==> src/rtl/i2cs_pkg.sv <==
package i2cs_pkg;

  typedef enum logic [2:0] {
    ST_IDLE,
    ST_ADDR,
    ST_AACK,
    ST_WAIT,
    ST_SETUP,
    ST_TX,
    ST_TACK
  } state_e;

  // Strobes and levels from the control to the datapath.
  typedef struct packed {
    logic addrShift;   // shift one address bit in
    logic matchAck;    // ninth-clock rise of a matched address
    logic loadShift;   // move data register into shift register
    logic dataShift;   // advance shift register by one bit
    logic ackCapture;  // ninth-clock rise of a data byte
    logic clrMode;     // start or stop seen
    logic sclHold;     // pull SCL low
    logic ackDrive;    // pull SDA low for address acknowledge
    logic txDrive;     // SDA follows the shift register MSB
  } ctl_t;

endpackage

==> src/rtl/i2cs_dpath.sv <==
module i2cs_dpath
  import i2cs_pkg::*;
#(
  parameter int DATA_W      = 8,
  parameter int ADDR_W      = 7,
  parameter int SYNC_STAGES = 2
) (
  input  logic              clk,
  input  logic              rstN,
  input  logic              sclIn,
  input  logic              sdaIn,
  input  logic [ADDR_W-1:0] ownAddr,
  input  logic              irqEn,
  input  logic              dataWr,
  input  logic [DATA_W-1:0] dataIn,
  input  logic              irqClr,
  input  ctl_t              ctl,
  output logic              sclSync,
  output logic              sdaSync,
  output logic              sclRise,
  output logic              sclFall,
  output logic              startDet,
  output logic              stopDet,
  output logic              addrMatch,
  output logic              addrRw,
  output logic              txEmpty,
  output logic              irqFlag,
  output logic              txReady,
  output logic              ackStatus,
  output logic              busBusy,
  output logic              txMode,
  output logic              irq,
  output logic              sclOe,
  output logic              sdaOe
);

  localparam int FRAME_W = ADDR_W + 1;

  logic [SYNC_STAGES-1:0] sclPipe, sdaPipe;
  logic                   sclQ, sdaQ;
  logic [FRAME_W-1:0]     addrReg;
  logic [DATA_W-1:0]      dataReg, shiftReg;

  // Two-or-more flop synchronizers, idle-high reset.
  always_ff @(posedge clk or negedge rstN) begin
    if (!rstN) begin
      sclPipe <= '1;
      sdaPipe <= '1;
      sclQ    <= 1'b1;
      sdaQ    <= 1'b1;
    end else begin
      sclPipe <= {sclPipe[SYNC_STAGES-2:0], sclIn};
      sdaPipe <= {sdaPipe[SYNC_STAGES-2:0], sdaIn};
      sclQ    <= sclSync;
      sdaQ    <= sdaSync;
    end
  end

  assign sclSync  = sclPipe[SYNC_STAGES-1];
  assign sdaSync  = sdaPipe[SYNC_STAGES-1];
  assign sclRise  = sclSync & ~sclQ;
  assign sclFall  = ~sclSync & sclQ;
  assign startDet = sclSync & sclQ & sdaQ & ~sdaSync;
  assign stopDet  = sclSync & sclQ & ~sdaQ & sdaSync;

  // Address frame capture.
  always_ff @(posedge clk or negedge rstN) begin
    if (!rstN) addrReg <= '0;
    else if (ctl.addrShift) addrReg <= {addrReg[FRAME_W-2:0], sdaSync};
  end

  assign addrMatch = (addrReg[FRAME_W-1:1] == ownAddr);
  assign addrRw    = addrReg[0];

  // Data register and shift register (double buffer).
  always_ff @(posedge clk or negedge rstN) begin
    if (!rstN) begin
      dataReg  <= '0;
      shiftReg <= '1;
    end else begin
      if (dataWr) dataReg <= dataIn;
      if (ctl.loadShift)      shiftReg <= dataReg;
      else if (ctl.dataShift) shiftReg <= {shiftReg[DATA_W-2:0], 1'b1};
    end
  end

  // Flags.
  always_ff @(posedge clk or negedge rstN) begin
    if (!rstN) begin
      txEmpty   <= 1'b0;
      irqFlag   <= 1'b0;
      txReady   <= 1'b0;
      ackStatus <= 1'b0;
      busBusy   <= 1'b0;
      txMode    <= 1'b0;
    end else begin
      if (dataWr) txEmpty <= 1'b0;
      else if (ctl.loadShift || (ctl.matchAck && addrRw)) txEmpty <= 1'b1;

      if (ctl.matchAck || ctl.loadShift || ctl.ackCapture) irqFlag <= 1'b1;
      else if (irqClr) irqFlag <= 1'b0;

      if (ctl.loadShift) txReady <= 1'b1;
      else if (irqClr)   txReady <= 1'b0;

      if (ctl.ackCapture) ackStatus <= sdaSync;

      if (startDet)     busBusy <= 1'b1;
      else if (stopDet) busBusy <= 1'b0;

      if (ctl.clrMode) txMode <= 1'b0;
      else if (ctl.matchAck && addrRw) txMode <= 1'b1;
    end
  end

  assign irq   = irqFlag & irqEn;
  assign sclOe = ctl.sclHold;
  assign sdaOe = ctl.ackDrive | (ctl.txDrive & ~shiftReg[DATA_W-1]);

endmodule

==> src/rtl/i2cs_ctrl.sv <==
module i2cs_ctrl
  import i2cs_pkg::*;
#(
  parameter int DATA_W = 8,
  parameter int ADDR_W = 7
) (
  input  logic   clk,
  input  logic   rstN,
  input  logic   sclRise,
  input  logic   sclFall,
  input  logic   startDet,
  input  logic   stopDet,
  input  logic   addrMatch,
  input  logic   addrRw,
  input  logic   txEmpty,
  input  logic   ackStatus,
  output ctl_t   ctl,
  output state_e state
);

  localparam int FRAME_W = ADDR_W + 1;
  localparam int MAX_W   = (FRAME_W > DATA_W) ? FRAME_W : DATA_W;
  localparam int CNT_W   = $clog2(MAX_W + 1);
  localparam logic [CNT_W-1:0] ADDR_LAST = CNT_W'(FRAME_W);
  localparam logic [CNT_W-1:0] DATA_LAST = CNT_W'(DATA_W - 1);

  state_e           stateNext;
  logic [CNT_W-1:0] cnt, cntNext;

  always_ff @(posedge clk or negedge rstN) begin
    if (!rstN) begin
      state <= ST_IDLE;
      cnt   <= '0;
    end else begin
      state <= stateNext;
      cnt   <= cntNext;
    end
  end

  always_comb begin
    ctl       = '0;
    stateNext = state;
    cntNext   = cnt;
    case (state)
      ST_IDLE: ;
      ST_ADDR: begin
        if (sclRise) begin
          ctl.addrShift = 1'b1;
          cntNext       = cnt + CNT_W'(1);
        end else if (sclFall && cnt == ADDR_LAST) begin
          stateNext = addrMatch ? ST_AACK : ST_IDLE;
        end
      end
      ST_AACK: begin
        ctl.ackDrive = 1'b1;
        if (sclRise)      ctl.matchAck = 1'b1;
        else if (sclFall) stateNext = addrRw ? ST_WAIT : ST_IDLE;
      end
      ST_WAIT: begin
        ctl.sclHold = 1'b1;
        if (!txEmpty) begin
          ctl.loadShift = 1'b1;
          stateNext     = ST_SETUP;
        end
      end
      ST_SETUP: begin
        ctl.sclHold = 1'b1;
        ctl.txDrive = 1'b1;
        cntNext     = '0;
        stateNext   = ST_TX;
      end
      ST_TX: begin
        ctl.txDrive = 1'b1;
        if (sclFall) begin
          if (cnt == DATA_LAST) begin
            stateNext = ST_TACK;
          end else begin
            ctl.dataShift = 1'b1;
            cntNext       = cnt + CNT_W'(1);
          end
        end
      end
      ST_TACK: begin
        if (sclRise)      ctl.ackCapture = 1'b1;
        else if (sclFall) stateNext = ackStatus ? ST_IDLE : ST_WAIT;
      end
      default: stateNext = ST_IDLE;
    endcase

    if (startDet) begin
      stateNext   = ST_ADDR;
      cntNext     = '0;
      ctl.clrMode = 1'b1;
    end else if (stopDet) begin
      stateNext   = ST_IDLE;
      ctl.clrMode = 1'b1;
    end
  end

endmodule

==> src/rtl/i2c_slave_tx.sv <==
module i2c_slave_tx
  import i2cs_pkg::*;
#(
  parameter int DATA_W      = 8,
  parameter int SYNC_STAGES = 2
) (
  input  logic              clk,
  input  logic              rstN,
  input  logic              sclIn,
  input  logic              sdaIn,
  input  logic [DATA_W-2:0] ownAddr,
  input  logic              irqEn,
  input  logic              dataWr,
  input  logic [DATA_W-1:0] dataIn,
  input  logic              irqClr,
  output logic              sclOe,
  output logic              sdaOe,
  output logic              irq,
  output logic              irqFlag,
  output logic              txEmpty,
  output logic              txReady,
  output logic              ackStatus,
  output logic              busBusy,
  output logic              txMode
);

  localparam int ADDR_W = DATA_W - 1;

  ctl_t   ctl;
  state_e state;
  logic   sclSync, sdaSync, sclRise, sclFall, startDet, stopDet;
  logic   addrMatch, addrRw;

  i2cs_ctrl #(.DATA_W(DATA_W), .ADDR_W(ADDR_W)) u_ctrl (
    .clk(clk), .rstN(rstN),
    .sclRise(sclRise), .sclFall(sclFall),
    .startDet(startDet), .stopDet(stopDet),
    .addrMatch(addrMatch), .addrRw(addrRw),
    .txEmpty(txEmpty), .ackStatus(ackStatus),
    .ctl(ctl), .state(state)
  );

  i2cs_dpath #(.DATA_W(DATA_W), .ADDR_W(ADDR_W), .SYNC_STAGES(SYNC_STAGES)) u_dpath (
    .clk(clk), .rstN(rstN),
    .sclIn(sclIn), .sdaIn(sdaIn),
    .ownAddr(ownAddr), .irqEn(irqEn),
    .dataWr(dataWr), .dataIn(dataIn), .irqClr(irqClr),
    .ctl(ctl),
    .sclSync(sclSync), .sdaSync(sdaSync),
    .sclRise(sclRise), .sclFall(sclFall),
    .startDet(startDet), .stopDet(stopDet),
    .addrMatch(addrMatch), .addrRw(addrRw),
    .txEmpty(txEmpty), .irqFlag(irqFlag), .txReady(txReady),
    .ackStatus(ackStatus), .busBusy(busBusy), .txMode(txMode),
    .irq(irq), .sclOe(sclOe), .sdaOe(sdaOe)
  );

endmodule

==> config.mk <==
export PLATFORM = sky130hd
export DESIGN_NAME = i2c_slave_tx
export DESIGN_NICKNAME = d
export VERILOG_FILES = /design/src/rtl/i2cs_pkg.sv /design/src/rtl/i2cs_dpath.sv /design/src/rtl/i2cs_ctrl.sv /design/src/rtl/i2c_slave_tx.sv
export SDC_FILE = /design/constraint.sdc
export NUM_CORES = 1
export LEC_CHECK = 0
export ABC_AREA = 1
export BUFFER_PORTS_ARGS = -buffer_cell sky130_fd_sc_hd__buf_2
export CAP_MARGIN = 30
export CORE_MARGIN = 8
export CORE_UTILIZATION = 55
export CTS_CLUSTER_SIZE = 12
export DETAILED_ROUTE_END_ITERATION = 8
export GPL_TIMING_DRIVEN = 0
export PLACE_DENSITY = 0.75
export SKIP_CTS_REPAIR_TIMING = 1
export SYNTH_ARGS = -nofsm -noshare
export SYNTH_HDL_FRONTEND = slang
export SYNTH_SLANG_ARGS = --single-unit
==> constraint.sdc <==
create_clock -name clk -period 1.9 [get_ports clk]
set_clock_uncertainty 0.15 [all_clocks]
set_input_delay 0.285 -clock clk [delete_from_list [all_inputs] [get_ports clk]]
set_output_delay 0.285 -clock clk [all_outputs]
set_load 0.02 [all_outputs]
**Yosys cells after proc, flatten, opt, wreduce, memory -nomap -nowiden**

Index checks and enable logic that the tools add are counted.

- Bits in registers: 43
- Input port bits: 22
- Logic and storage cells: 115

- Eq/ne operators: 22
- $add $sub $neg: 1
- Muxes and demuxes: 45
- Reduce and logical (&&, ||, !) cells: 17
- Bitwise logic cells: 15

Operator list:

| operator | count |
|---|---|
| $mux 3 | 11 |
| $mux 1 | 23 |
| $pmux 3 s7 | 1 |
| $ne 4x3->1 const B | 5 |
| $mux 4 | 4 |
| $mux 8 | 2 |
| $ne 4x4->1 const B | 4 |
| $pmux 4 s3 | 1 |
| $reduce_bool 2->1 | 6 |
| $reduce_and 10->1 | 1 |
| $and 1x1->1 | 9 |
| $eq 3x3->1 const B | 3 |
| $ne 3x3->1 const B | 3 |
| $eq 7x7->1 | 1 |
| $eq 3x2->1 const B | 2 |
| $mux 2 | 3 |
| $not 1->1 | 5 |
| $add 4x1->4 const B | 1 |
| $eq 4x3->1 const B | 1 |
| $eq 4x4->1 const B | 1 |
| $reduce_and 4->1 | 1 |
| $reduce_bool 4->1 | 1 |
| $reduce_or 2->1 | 2 |
| $eq 3x1->1 const B | 1 |
| other kinds (5) | 8 |

**Depth between registers and ports, before layout**

- Depth after elaboration: 8
- Depth in mapped cells: 11

**Cells and area by module**

A second synthesis with hierarchy kept.

- Cells, all modules: 271
- Area total of the unflattened synthesis: 2,296.0 sq um

By module, submodules not included:

| module | cells each | sequential area each (sq um) | area each (sq um) | times used |
|---|---|---|---|---|
| i2cs_dpath | 169 | 918.4 | 1,579.0 | 1 |
| i2cs_ctrl | 102 | 175.2 | 716.9 | 1 |

**Least setup slack after synthesis**

Ideal clock, no wire load.

- Path kind: flip-flop to flip-flop
- Start point: reg u_ctrl.cnt[0]
- End point: reg u_ctrl.cnt[2]
- Cell stages (with the launch flop): 10
- Arrival: 1.236 ns
- Path buffers: 0
- Setup slack: 0.395 ns
- Period minus slack after synthesis: 1.505 ns
- Setup time: 0.119 ns
- Cell sequence: dfrtp_1 -> ha_1 -> nand3_1 -> nand2_1 -> nand2_1 -> nand2_1 -> nand2_1 -> inv_1 -> a21oi_1 -> nor2_1

- Cells in the longest elaborated chain, start to end: 5
- Elaborated cells on any way between the ends: 9
- Classes of those cells: add/sub (1); eq/ne (2); mux (5); reduce/logical (1)

Ends and longest elaborated chain:

| what | RTL line | source |
|---|---|---|
| start: declaration | i2cs_ctrl.sv:28 | `logic [CNT_W-1:0] cnt, cntNext;` |
| start signal: assignment | i2cs_ctrl.sv:36 | `cnt <= cntNext;` |
| $add 4x1->4 | i2cs_ctrl.sv:49, i2cs_ctrl.sv:79 |  |
| $mux 4 | i2cs_ctrl.sv:75 | `if (cnt == DATA_LAST) begin` |
| $mux 4 | i2cs_ctrl.sv:74 | `if (sclFall) begin` |
| $pmux 4 s3 | i2cs_ctrl.sv:44 | `case (state)` |
| $mux 4 | i2cs_ctrl.sv:90 | `if (startDet) begin` |

Parallel ways exist; a longest one is shown, timed or not. The select of a mux whose other input is x is not followed.
A chain may end at the register's enable or synchronous reset.

**Final worst setup path**

- Start point: reg u_ctrl.state[2]
- End point: out sclOe

- Cells in the longest elaborated chain, start to end: 3
- Elaborated cells on any way between the ends: 4
- Classes of those cells: eq/ne (2); mux (1); reduce/logical (1)

Ends and longest elaborated chain:

| what | RTL line | source |
|---|---|---|
| start: declaration | i2cs_ctrl.sv:18 | `output state_e state` |
| start signal: assignment | i2cs_ctrl.sv:35 | `state <= stateNext;` |
| $eq 3x3->1 or $eq 3x2->1 (tied branches) | i2cs_ctrl.sv:44 |  |
| $reduce_or 2->1 (no line) * | -- |  |
| $mux 1 * | i2cs_ctrl.sv:44 |  |
| end: declaration | i2c_slave_tx.sv:16 | `output logic sclOe,` |

Mark *: on every way between the ends. The rest lies on a longest branch, timed or not.

==> results.yml <==
placed_design:
  place.gp.congestion: 0.868
  dpl_cell_area_mm2: 0.00241
  placedCellCount: 342
  buffer_ports.inserted: 29
  placed_wire_length_estimate_um: 3300
cts:
  tritoncts: "done"
  clk_transition_reported_paths_ns: 0.09
  cts.path.max_buffers: 2
  clock_sinks: 43
  numCtsBuffers: 5
  clk_root_buffer_cell: "sky130_fd_sc_hd__clkbuf_8"
  htree_levels: 2
  clock_latency_ns: 0.29
worst_setup_path:
  critPathMaxFanout: 5
  worst_setup_path_startpoint: "u_ctrl.state[2]"
  crit_type: "reg2out"
  setup.worst_path.end: "sclOe"
  setup.worst_path.start_class: "flop"
  timing.critical_path.arrival_ns: 1.39
  reg2reg_depth: 10
  slowest_stage: "sky130_fd_sc_hd__dfrtp_1"
  critical_path.cell_chain: "buf_6 > inv_4 > nand3_4 > inv_1 > or2_2 > buf_2"
  rr_endpoint: "u_ctrl.state[0]"
  regToRegStartpoint: "u_dpath.sclPipe[1]"
  critPathRequiredTime_ns: 1.46
  crit_path_end_kind: "primary output"
  cpPeakStageDelay_ns: 0.35
  rrSetupSlack_ns: 0.18
synth:
  post_synth.cell_area_avg_um2: 8.39
  syn_area_mm2: 0.00221
  post_synth_num_cell_types: 32
  netlist.area_leader.share_pct: 32.9
  total_nets_after_synthesis: 287
  ys_seq_area_share_pct: 49.6
  synth_area_leaders: "sky130_fd_sc_hd__dfrtp_1 33%, sky130_fd_sc_hd__dfstp_2 17%, sky130_fd_sc_hd__nand2_1 13%"
  synth.ff_latch_count: 43
  synth_top_cell_by_area: "sky130_fd_sc_hd__dfrtp_1"
  synthesis.yosys.warnings: 0
  postSynthCellCount: 263
final_layout:
  nFillCells: 335
  final_core_utilization_pct: 65.5
  final_layout_size_suffix_gt1_share_pct: 27.1
  finish.cell_count_without_fillers: 356
  final_area_mm2: 0.00258
  antenna_cells: 0
  nets: 329
  area.growth.synth_to_final_pct: 17.1
power_and_ir_drop:
  p_per_area_mw_per_mm2: 784
  power_share_of_the_combinational_group_pct: 16.4
  share_seq_of_total_power_pct: 55.2
  switchingPower_mw: 0.598
  irDropWorstVdd_v: 0.000540
  post-layout-total-power_mw: 2.02
  p_int_mw: 1.43
  netSwitchingFraction_pct: 29.5
  power_leakage_nw: 1.28
  clockPowerShare_pct: 28.4
timing:
  finalMaxSlewViolations: 0
  finalHoldViolCount: 29
  final.hold.worst_slack_ns: -0.0231
  clock.fmax_ghz: 0.547
  worst_slew_pin_slew_ns: 0.917
  final.period_utilization_pct: 96.3
  slew-limit-headroom_pct: 38.9
  report.final.setup_viol: 0
  grt_setup_unrepaired: "false"
  finalWorstPathRequiredPeriod_ns: 1.83
die:
  die-area_mm2: 0.00629
  fp-row-count: 23
  boundaryPins: 31
  die_w_um: 79.3
  die_h_um: 79.3
  initial_core_util_pct: 56.0
  core_mm2: 0.00394
global_routing:
  number_of_global_route_vias_before_repair: 1736
  grt_antenna_before_repair: 0
  grt_use_total_pct: 15.5
  grt_pass1_wl_um: 7790
  grt_start_max_net_pins: 44
  gr-total-overflow: 0
drt:
  drc_errors: 0
  vias: 1793
  detail_route.vias_per_cell: 5.04
  wirelength_um: 4520
  number_of_routed_nets_with_antenna_violations: 0
  detail_route.first_pass.iterations: 4
  drt_iter0_drc: 96
  wl_per_cell_um: 12.7
outcome:
  failed_checks: "hold timing"
  status: "complete, but fails checks"
min_path:
  min-delay-path-class: "in2async"
flow_run:
  cap_violations: 0
[routing by layer]
layer,routed length [µm],GRT usage (%),up-vias
met3,317,5.30,2
li1,-,-,913
met4,27,5.37,0
met2,2090,23.6,58
met5,0,0,-
met1,2090,19.9,820
[per-stage QoR]
step	worst slack, ns	TNS [ns]
2_1_floorplan	0.395	0
3_3_place_gp	0.219	0
3_5_place_dp	0.217	0
4_1_cts	-0.123	-0.148
5_1_grt	0.00533	0
6_report	0.0705	0
[how the worst min path moves through the flow]
stage / startpoint / to / slack, ns / cells after the start
after floorplan: rstN / u_ctrl.cnt[0] / -0.16 / 0
after global placement: u_dpath.sdaPipe[0] / u_dpath.sdaPipe[1] / 0.20 / 0
after detailed placement: u_dpath.sdaPipe[0] / u_dpath.sdaPipe[1] / 0.20 / 0
after CTS: sclIn / u_dpath.sclPipe[0] / -0.08 / 1
after global routing: rstN / u_dpath.addrReg[6] / 0.04 / 1
final: rstN / u_dpath.addrReg[6] / -0.02 / 1
[state kept, by name, indices dropped and copies added (netlist names), 2 cells and up]
signal / cells
u_dpath.sclPipe: 2
u_ctrl.cnt: 4
u_dpath.addrReg: 8
u_dpath.shiftReg: 8
u_dpath.dataReg: 8
u_ctrl.state: 3
u_dpath.sdaPipe: 2
[power by group through the flow]
| stage | logic, mW | clock network, mW | registers, mW |
|---|---|---|---|
| after CTS | 0.326 | 0.594 | 1.12 |
| final | 0.331 | 0.575 | 1.12 |
| after global placement | 0.313 | 0 | 1.13 |
| after global routing | 0.383 | 0.636 | 1.14 |
| after detailed placement | 0.325 | 0 | 1.13 |
| after floorplan | 0.230 | 0 | 1.12 |
[critical path: cells and delay by family (launching register included)]
kind                   cells  cell delay [ns]
buffers and inverters      4             0.39
DFF                        1             0.35
and+or+nand+nor            2             0.37
[Yosys cell counts]
library cell,number
sky130_fd_sc_hd__nor2_2,1
sky130_fd_sc_hd__nor2_1,30
sky130_fd_sc_hd__clkbuf_1,1
sky130_fd_sc_hd__nand2_1,75
sky130_fd_sc_hd__inv_4,1
sky130_fd_sc_hd__nand4_1,2
sky130_fd_sc_hd__o31ai_2,2
sky130_fd_sc_hd__a21oi_1,8
sky130_fd_sc_hd__mux2_2,9
sky130_fd_sc_hd__o22ai_1,2
sky130_fd_sc_hd__o21ai_0,12
sky130_fd_sc_hd__o221ai_1,1
sky130_fd_sc_hd__nand3_4,1
sky130_fd_sc_hd__nor3_1,1
sky130_fd_sc_hd__nand2_2,2
sky130_fd_sc_hd__xor2_1,1
sky130_fd_sc_hd__nand3_1,15
sky130_fd_sc_hd__buf_2,2
sky130_fd_sc_hd__dfstp_2,14
sky130_fd_sc_hd__inv_2,1
sky130_fd_sc_hd__or2_2,1
sky130_fd_sc_hd__a22oi_1,1
sky130_fd_sc_hd__nor2_8,1
sky130_fd_sc_hd__buf_6,1
sky130_fd_sc_hd__xnor2_1,3
sky130_fd_sc_hd__a31oi_4,1
sky130_fd_sc_hd__nor2_4,1
sky130_fd_sc_hd__inv_1,36
sky130_fd_sc_hd__dfrtp_1,29
sky130_fd_sc_hd__o31ai_1,5
sky130_fd_sc_hd__buf_4,1
sky130_fd_sc_hd__ha_1,2
[layout make-up]
class	count	area [µm²]	share of cell area, %
sequential	43	1090	42.4
multi-input combinational	177	955	37.0
timing repair buffer	35	198	7.66
inverter	38	145	5.62
clock buffer	6	72.6	2.81
tap	50	62.6	2.42
buffer	5	42.5	1.65
clock inverter	2	12.5	0.484
[logic make-up after synthesis]
logic type	synth area share (%)
AO/OA/AOI/OAI	9.64
XOR/XNOR	1.59
adder cells (fa/ha/maj)	1.13
buffers and inverters	8.05
flip-flops	49.6
multiplexers	4.59
AND/OR/NAND/NOR	25.4
[cells in the final DEF, fill, tap and decap left out, types with 5 or more instances in the layout]
cell type / synthesis / routed
sky130_fd_sc_hd__clkbuf_8: 0 / 5
sky130_fd_sc_hd__mux2_2: 9 / 9
sky130_fd_sc_hd__dfstp_2: 14 / 14
sky130_fd_sc_hd__nor2_1: 30 / 30
sky130_fd_sc_hd__dfrtp_1: 29 / 28
sky130_fd_sc_hd__inv_1: 36 / 36
sky130_fd_sc_hd__buf_4: 1 / 5
sky130_fd_sc_hd__nand3_1: 15 / 15
sky130_fd_sc_hd__nand2_1: 75 / 74
sky130_fd_sc_hd__a21oi_1: 8 / 8
sky130_fd_sc_hd__o21ai_0: 12 / 12
sky130_fd_sc_hd__buf_2: 2 / 29
sky130_fd_sc_hd__o31ai_1: 5 / 5
(Power assumes the default switching activity.)
